`src/rtl/speed_autodetect.sv`:
```
module speed_autodetect #(
  parameter int RATIO_SINGLE = 256,
  parameter int TOL          = 4
) (
  input  logic       clk,
  input  logic       rst_n,
  input  logic       mclk_en,
  input  logic       frame_clk,
  output logic [1:0] speed_code,
  output logic       speed_valid,
  output logic       ratio_err
);

  localparam int CNT_W = $clog2(2 * RATIO_SINGLE);
  localparam int M_W   = CNT_W + 1;
  localparam logic [CNT_W-1:0] CNT_MAX = '1;
  localparam logic [M_W-1:0] S_LO = M_W'(RATIO_SINGLE - TOL);
  localparam logic [M_W-1:0] S_HI = M_W'(RATIO_SINGLE + TOL);
  localparam logic [M_W-1:0] D_LO = M_W'(RATIO_SINGLE / 2 - TOL);
  localparam logic [M_W-1:0] D_HI = M_W'(RATIO_SINGLE / 2 + TOL);
  localparam logic [M_W-1:0] Q_LO = M_W'(RATIO_SINGLE / 4 - TOL);
  localparam logic [M_W-1:0] Q_HI = M_W'(RATIO_SINGLE / 4 + TOL);

  logic [2:0]       fs_q;
  logic             fs_rise;
  logic             armed;
  logic [CNT_W-1:0] cnt;
  logic [M_W-1:0]   meas;
  logic             hit;
  logic [1:0]       cls;
  logic [1:0]       cand;
  logic             cand_ok;

  always_ff @(posedge clk) begin
    if (!rst_n) fs_q <= '0;
    else        fs_q <= {fs_q[1:0], frame_clk};
  end

  assign fs_rise = fs_q[1] & ~fs_q[2];
  assign meas    = {1'b0, cnt} + M_W'(mclk_en);

  always_comb begin
    hit = 1'b1;
    cls = 2'b00;
    if (meas >= S_LO && meas <= S_HI)      cls = 2'b00;
    else if (meas >= D_LO && meas <= D_HI) cls = 2'b01;
    else if (meas >= Q_LO && meas <= Q_HI) cls = 2'b10;
    else                                   hit = 1'b0;
  end

  always_ff @(posedge clk) begin
    if (!rst_n) begin
      cnt   <= '0;
      armed <= 1'b0;
    end else begin
      armed <= armed | fs_rise;
      if (fs_rise)                      cnt <= '0;
      else if (mclk_en && cnt != CNT_MAX) cnt <= cnt + 1'b1;
    end
  end

  always_ff @(posedge clk) begin
    if (!rst_n) begin
      speed_code  <= 2'b00;
      speed_valid <= 1'b0;
      ratio_err   <= 1'b0;
      cand        <= 2'b00;
      cand_ok     <= 1'b0;
    end else if (armed && fs_rise) begin
      if (hit) begin
        cand    <= cls;
        cand_ok <= 1'b1;
        if (cand_ok && cand == cls) begin
          speed_code  <= cls;
          speed_valid <= 1'b1;
          ratio_err   <= 1'b0;
        end
      end else begin
        ratio_err <= 1'b1;
        cand_ok   <= 1'b0;
      end
    end else if (armed && cnt == CNT_MAX) begin
      ratio_err <= 1'b1;
      cand_ok   <= 1'b0;
    end
  end


  a_r4_code_legal: assert property (@(posedge clk) disable iff (!rst_n)
    speed_valid |-> speed_code != 2'b11);


  a_r5_valid_sticky: assert property (@(posedge clk) disable iff (!rst_n)
    $past(speed_valid) |-> speed_valid);


  a_r5_valid_after_edge: assert property (@(posedge clk) disable iff (!rst_n)
    $rose(speed_valid) |-> $past(fs_rise));


  a_r8_code_on_edge_only: assert property (@(posedge clk) disable iff (!rst_n)
    !fs_rise |=> $stable(speed_code));


  a_r7_no_overflow: assert property (@(posedge clk) disable iff (!rst_n)
    (cnt == CNT_MAX && !fs_rise) |=> cnt == CNT_MAX);


  a_r7_sat_flags_err: assert property (@(posedge clk) disable iff (!rst_n)
    (armed && cnt == CNT_MAX) |=> ratio_err);

endmodule

```
`config.mk`:
```
export PLATFORM = sky130hd
export DESIGN_NAME = speed_autodetect
export DESIGN_NICKNAME = d
export VERILOG_FILES = /design/src/rtl/speed_autodetect.sv
export SDC_FILE = /design/constraint.sdc
export NUM_CORES = 1
export LEC_CHECK = 0
export ABC_CLOCK_PERIOD_IN_PS = 2900
export BUFFER_PORTS_ARGS = -buffer_cell sky130_fd_sc_hd__buf_2
export CELL_PAD_IN_SITES_DETAIL_PLACEMENT = 1
export CELL_PAD_IN_SITES_GLOBAL_PLACEMENT = 2
export CORE_ASPECT_RATIO = 1.2
export CORE_MARGIN = 2
export CORE_UTILIZATION = 35
export CTS_CLUSTER_SIZE = 14
export DETAILED_ROUTE_END_ITERATION = 8
export PLACE_DENSITY = 0.74
export SYNTH_ARGS = -nofsm -noshare
export SYNTH_HDL_FRONTEND = slang
export SYNTH_SLANG_ARGS = --single-unit
export TNS_END_PERCENT = 10
```
`constraint.sdc`:
```
create_clock -name clk -period 2.9 [get_ports clk]
set_clock_uncertainty 0.05 [all_clocks]
set_input_delay 0.29 -clock clk [delete_from_list [all_inputs] [get_ports clk]]
set_output_delay 0.29 -clock clk [all_outputs]
set_load 0.05 [all_outputs]
```
==> results of run 1 <==
## stage by stage
stage	power (mW)	std cells	setup slack [ns]	utilization	cell area, um2
floorplan	0.3116	132	0.3113	-	1152
global route	0.5746	175	0.01682	0.4107	1277
global placement	0.3203	171	0.1451	0.3910	1216
detailed placement	0.3216	171	0.09673	0.3910	1216
CTS	0.5567	175	0.1368	0.4079	1269
finish	0.5480	175	0.1668	0.4107	1277
## state kept, by name (all words and copies together) (netlist names)
signal       flops
ratio_err        1
cand_ok          1
cnt              9
armed            1
speed_valid      1
fs_q             3
speed_code       2
cand             2
## cell usage after synthesis, types with 2 or more instances
cell / n / area share
o21ai_0: 6 / 0.026
xnor2_1: 5 / 0.038
ha_1: 4 / 0.043
o21a_1: 2 / 0.013
clkbuf_1: 4 / 0.013
xor2_1: 3 / 0.023
nor2_1: 17 / 0.055
nor2b_1: 3 / 0.016
and2_1: 4 / 0.022
a21oi_1: 8 / 0.035
dfxtp_1: 20 / 0.35
nand2b_1: 2 / 0.011
nand4_1: 6 / 0.033
nor3_1: 2 / 0.0087
or3_1: 3 / 0.016
and3_1: 3 / 0.016
nand3_1: 2 / 0.0087
nand2_1: 6 / 0.020
o211ai_1: 2 / 0.013
mux2i_1: 4 / 0.035
## critical path, cell delays in order, from the launching register on
cell	delay, ns
dfxtp_2	0.37
ha_1	0.21
and3_4	0.21
or4_4	0.42
a211o_1	0.36
nor3_4	0.21
o22ai_2	0.13
and4bb_1	0.29
o21ai_1	0.09
mux2_4	0.30
## kinds of logic (layout without fill, tap and decap cells)
family | count (synthesis) | count (layout) | share of synthesized area
buffers and inverters | 7 | 14 | 0.03039
flip-flops | 20 | 20 | 0.3474
multiplexers | 6 | 6 | 0.05971
XOR/XNOR | 8 | 8 | 0.06081
AND/OR/NAND/NOR | 59 | 59 | 0.2997
adder cells (fa/ha/maj) | 4 | 4 | 0.04343
AO/OA/AOI/OAI | 28 | 28 | 0.1585
## power by group through the flow
stage          registers (mW)  logic, mW  clock network, mW
6_report                0.285     0.0297              0.233
5_1_grt                 0.287     0.0348              0.253
2_1_floorplan           0.290     0.0213                  0
4_1_cts                 0.285     0.0308              0.241
3_3_place_gp            0.291     0.0295                  0
3_5_place_dp            0.291     0.0306                  0
## cell type report
| cell class | count | area (um2) |
|---|---|---|
| clock inverters | 1 | 30.03 |
| inverters | 1 | 3.754 |
| multi-input cells | 105 | 724.4 |
| fillers | 373 | 1833 |
| repair buffers | 9 | 50.05 |
| flip-flops and latches | 20 | 401.6 |
| well taps | 36 | 45.04 |
| clock buffers | 3 | 22.52 |
## metal layers
| layer | global-route usage | vias to the layer above | share of wire |
|---|---|---|---|
| li1 | - | 489 | - |
| met1 | 0.1795 | 462 | 0.44 |
| met2 | 0.3118 | 14 | 0.51 |
| met3 | 0.02524 | 8 | 0.020 |
| met4 | 0.06250 | 0 | 0.026 |
| met5 | 0 | - | 0 |
## worst min path at each step
stage | start | to | slack (ns) | depth (start not counted)
after floorplan | rst_n | speed_valid | 0.36 | 1
after global placement | fs_q[0] | fs_q[1] | 0.37 | 1
after detailed placement | fs_q[0] | fs_q[1] | 0.39 | 1
after CTS | frame_clk | fs_q[0] | 0.12 | 2
after global routing | frame_clk | fs_q[0] | 0.12 | 2
final | frame_clk | fs_q[0] | 0.13 | 2
==> reports/metrics.cfg, run 1 <==
[outcome]
status=finished, final reports clean

[sta]
worst_hold_slack_ns=0.1295
max_slew_margin=0.6534
maxSlewViolCount=0
min_period_over_period=0.9425
layout_min_cycle_time_ns=2.733
rsz0062_at_grt=no
worst_pin_slew_ns=0.5188
setup_viol=0
final.setup.tns_ns=0
max_freq_ghz=0.3659
hold_viol_final=0

[routing]
ant_nets=0
drc=0
vias=973
dr.first_iter.drc_count=17
wl_um=2615
drt_pass1_iterations=4
wl_per_cell_um=14.94
vias_per_cell=5.560

[pwr]
powerDensity_nw_per_um2=428.9
pwr-share-comb=0.054
p_sw_uw=116.1
p_int_uw=431.8
vdd_ir_drop_max_mv=0.2920
leakagePower_nw=0.4911
pwr-share-seq=0.520
pwr-share-clk=0.425
swShare=0.2119

[yosys]
synth.cell_area_um2=1152
synthDistinctLibCells=46
syn-num-nets=140
yosys_warnings=0
netlist_instances=132
seq_area_frac_synth=0.3474
synth-async-reset-ratio=0
ys.flop_type=dfxtp_1
synth_edf_count=0
synth.ff_latch_count=20
postSynthAreaPerCell_um2=8.730

[critical_path]
critPathMaxFanout=4
worstSetupStartpointType=register
crit_path_end_kind=register
criticalPathCategory=reg2reg
r2r-end=speed_code[1]
worstPathArrival_ns=2.89
endpoint=speed_code[1]
critPathLaunch=cnt[0]
r2r_cells=9
r2r_start=cnt[0]
cp.required_ns=3.06
r2r_slack_ns=0.17

[cts]
root_buffer=clkbuf_4
ctsHoldBuffers=0
cts.repair.resized=0
htree_levels=1
clk_latency_ns=0.30
cts_buffers=3
cts_tree=done
clock-sinks=20
post_cts_buffers=0
path_clk_slew_ns=0.12
clockBufferDepth=2

[run]
cap_violations=0

[grt]
grt_max_degree=13
antenna_found_initial=0
grt_first_pass_wirelength_um=4885
track_usage=0.1630
grt_pass1_vias=1081
gr-total-overflow=0

[placement]
io_buffers=7
gp_congestion=0.7615
place_hpwl_um=2061

[final_layout]
layout-drive-gt1-share=0.1942
diodes=0
mostFrequentLayoutCells=19 x dfxtp_1, 17 x nor2_1, 8 x a21oi_1, 7 x buf_2
final_common_cell=dfxtp_1
nNetsFinal=148
area_growth_syn_to_layout_pct=10.86

[die]
fp.dieW_um=56.38
die-area_um2=3769
num_io_pins=8
die_height_um=66.86
std_cell_rows=22
initial_core_util=0.3705
core_region_area_um2=3110

[hold_path]
hold_class=in2reg

Note: power is estimated with default switching activity, not from simulation.
==> run 2, diff against run 1 <==
--- a/config.mk
+++ b/config.mk
@@ -9,7 +9,7 @@
 export BUFFER_PORTS_ARGS = -buffer_cell sky130_fd_sc_hd__buf_2
 export CELL_PAD_IN_SITES_DETAIL_PLACEMENT = 1
 export CELL_PAD_IN_SITES_GLOBAL_PLACEMENT = 2
-export CORE_ASPECT_RATIO = 1.2
+export CORE_ASPECT_RATIO = 1.1
 export CORE_MARGIN = 2
 export CORE_UTILIZATION = 35
 export CTS_CLUSTER_SIZE = 14
==> run 2 against run 1 <==
  * Final cell count is 1.1% lower
  * Via count is 0.31% lower
  * Non-clock buffer count stayed put
  * Register-to-register slack worse by 0.02 ns
  * Fmax is 0.57% lower
  * Global-route usage is 0.75 points lower
  * Sequential share of layout area is 0.12 points higher
  * Count of clock-buffer cells in the layout stayed put
  * Critical path depth stayed put
  * Wire length is 3.3% lower
  * Worst hold slack worse by 0.013 ns
  * Largest cell class unchanged
  * Highest routed layer unchanged
==> reports/metrics.cfg, run 2 (synthesis gave the netlist of run 1 again) <==
[outcome]
status=finished, final reports clean

[placement]
dpl_cell_area_um2=1214  ; -0.21%
place_hpwl_um=1914  ; -7.1%
gp_congestion=0.8534  ; +12%
io_buffers=7  ; unchanged
place_ws_ns=0.1264  ; +0.02964 ns

[grt]
grt_max_degree=13  ; unchanged
grt_first_pass_wirelength_um=4533  ; -7.2%
grt_pass1_vias=1028  ; -4.9%
track_usage=0.1556  ; -0.007492
antenna_found_initial=0  ; unchanged
gr-total-overflow=0  ; unchanged

[final_layout]
area_growth_syn_to_layout_pct=10.10
largest_reg_flops=9  ; unchanged
layout-drive-gt1-share=0.1799  ; -0.01439
reg_top3=cnt (9), fs_q (3)
mostFrequentLayoutCells=20 x dfxtp_1, 17 x nor2_1, 8 x a21oi_1, 7 x buf_2
nFillCells=377  ; +1.1%
final_common_cell=dfxtp_1
seqCellArea_um2=400.4  ; -0.31%
diodes=0  ; unchanged
multi_input_area_um2=719.4  ; -0.69%
nNetsFinal=148  ; unchanged
regMostFlops=cnt
final_area_um2=1269  ; -0.69%

[sta]
worst_hold_slack_ns=0.1162  ; -0.01325 ns
setup_ws_ns=0.1512  ; -0.01554 ns
hold_viol_final=0  ; unchanged
min_period_over_period=0.9479  ; +0.005360
max_freq_ghz=0.3638  ; -0.57%
setup_viol=0  ; unchanged
rsz0062_at_grt=no
layout_min_cycle_time_ns=2.749  ; +0.01554 ns
worst_pin_slew_ns=0.5101  ; -0.008668 ns
max_slew_margin=0.6592  ; +0.005791
final.setup.tns_ns=0  ; unchanged
maxSlewViolCount=0  ; unchanged

[die]
std_cell_rows=21  ; -4.5%
initial_core_util=0.3717  ; +0.001196
die_height_um=64.18  ; -4.0%
die-area_um2=3768  ; about the same
fp.dieW_um=58.71  ; +4.1%
num_io_pins=8  ; unchanged
core_region_area_um2=3100  ; -0.32%

[critical_path]
crit_buf_inv=0  ; unchanged
cp.required_ns=3.07  ; about the same
worstSetupStartpointType=register
crit_chain=ha_1 -> and3_4 -> or4_4 -> a211o_1 -> nor3_4 -> o22ai_2 -> and4bb_1 -> o21ai_1 -> mux2_4
cpPeakStageDelay_ns=0.42  ; about the same
criticalPathCategory=reg2reg
crit_path_top_delay_cell=or4_4
crit_path_end_kind=register
worstPathArrival_ns=2.92  ; +0.03 ns
critPathMaxFanout=4  ; unchanged
cp_top_family=simple AND/OR/NAND/NOR gates

[cts]
path_clk_slew_ns=0.13  ; about the same
clock-sinks=20  ; unchanged
ctsHoldBuffers=0  ; unchanged
cts_tree=done
cts_buffers=3  ; unchanged
root_buffer=clkbuf_4
clk_latency_ns=0.32  ; +0.02 ns
clockBufferDepth=2  ; unchanged
htree_levels=1  ; unchanged

[pwr]
vdd_ir_drop_max_mv=0.1862  ; -36%
finalPower_uw=556.4  ; +1.5%
leakagePower_nw=0.4909  ; about the same
powerDensity_nw_per_um2=438.6  ; +2.2%

[run]
cap_violations=0  ; unchanged

[hold_path]
hold_class=in2reg

[routing]
vias_per_cell=5.607  ; +0.84%
drc=0  ; unchanged
ant_nets=0  ; unchanged
drt_pass1_iterations=3  ; -1
wl_per_cell_um=14.62  ; -2.2%
vias=970  ; -0.31%
dr.first_iter.drc_count=37  ; +20
wl_um=2529  ; -3.3%

[run 2: routing by layer]
| metal | GRT usage | share of wire |
|---|---|---|
| met3 | 0.03239 | 0.022 |
| met2 | 0.2612 | 0.49 |
| met1 | 0.1842 | 0.46 |
| met4 | 0.07670 | 0.028 |
| met5 | 0 | 0 |
[run 2: repair_timing]
action	in CTS	in global routing
gates resized for setup	0	1
setup endpoints to repair	0	1
buffers inserted	0	0
[run 2: path summary, 6_finish.rpt]
check / cells past startpoint / slack, ns / startpoint / end
setup / recovery: 9 / 0.15 / cnt[0] / speed_code[1]
hold reg to reg: 1 / 0.41 / fs_q[0] / fs_q[1]
setup reg to reg: 9 / 0.15 / cnt[0] / speed_code[1]
hold / removal: 2 / 0.12 / frame_clk / fs_q[0]
[run 2: layout make-up]
type	instances	area share
multi-input combinational	105	0.5671
sequential	20	0.3156
timing repair buffer	9	0.03945
tap	34	0.03353
clock inverter	1	0.02367
clock buffer	3	0.01775
inverter	1	0.002959
[run 2: worst reg2reg max path, delay by kind of cell (launching register included)]
family,cells,cell delay [ns]
compound gates,3,0.56
fa+ha+maj,1,0.23
flops,1,0.37
mux,1,0.30
simple gates,4,1.13
[run 2: where the power goes]
part / switching (mW) / internal (mW) / leakage (nW)
registers: 0.00462 / 0.280 / 0.162
logic: 0.0179 / 0.0119 / 0.301
clock network: 0.102 / 0.140 / 0.0279
total: 0.125 / 0.432 / 0.491
[run 2: stage by stage]
stage	util	instances
2_1_floorplan	-	132
5_1_grt	0.4092	173
3_5_place_dp	0.3914	169
3_3_place_gp	0.3914	169
6_report	0.4092	173
4_1_cts	0.4084	173
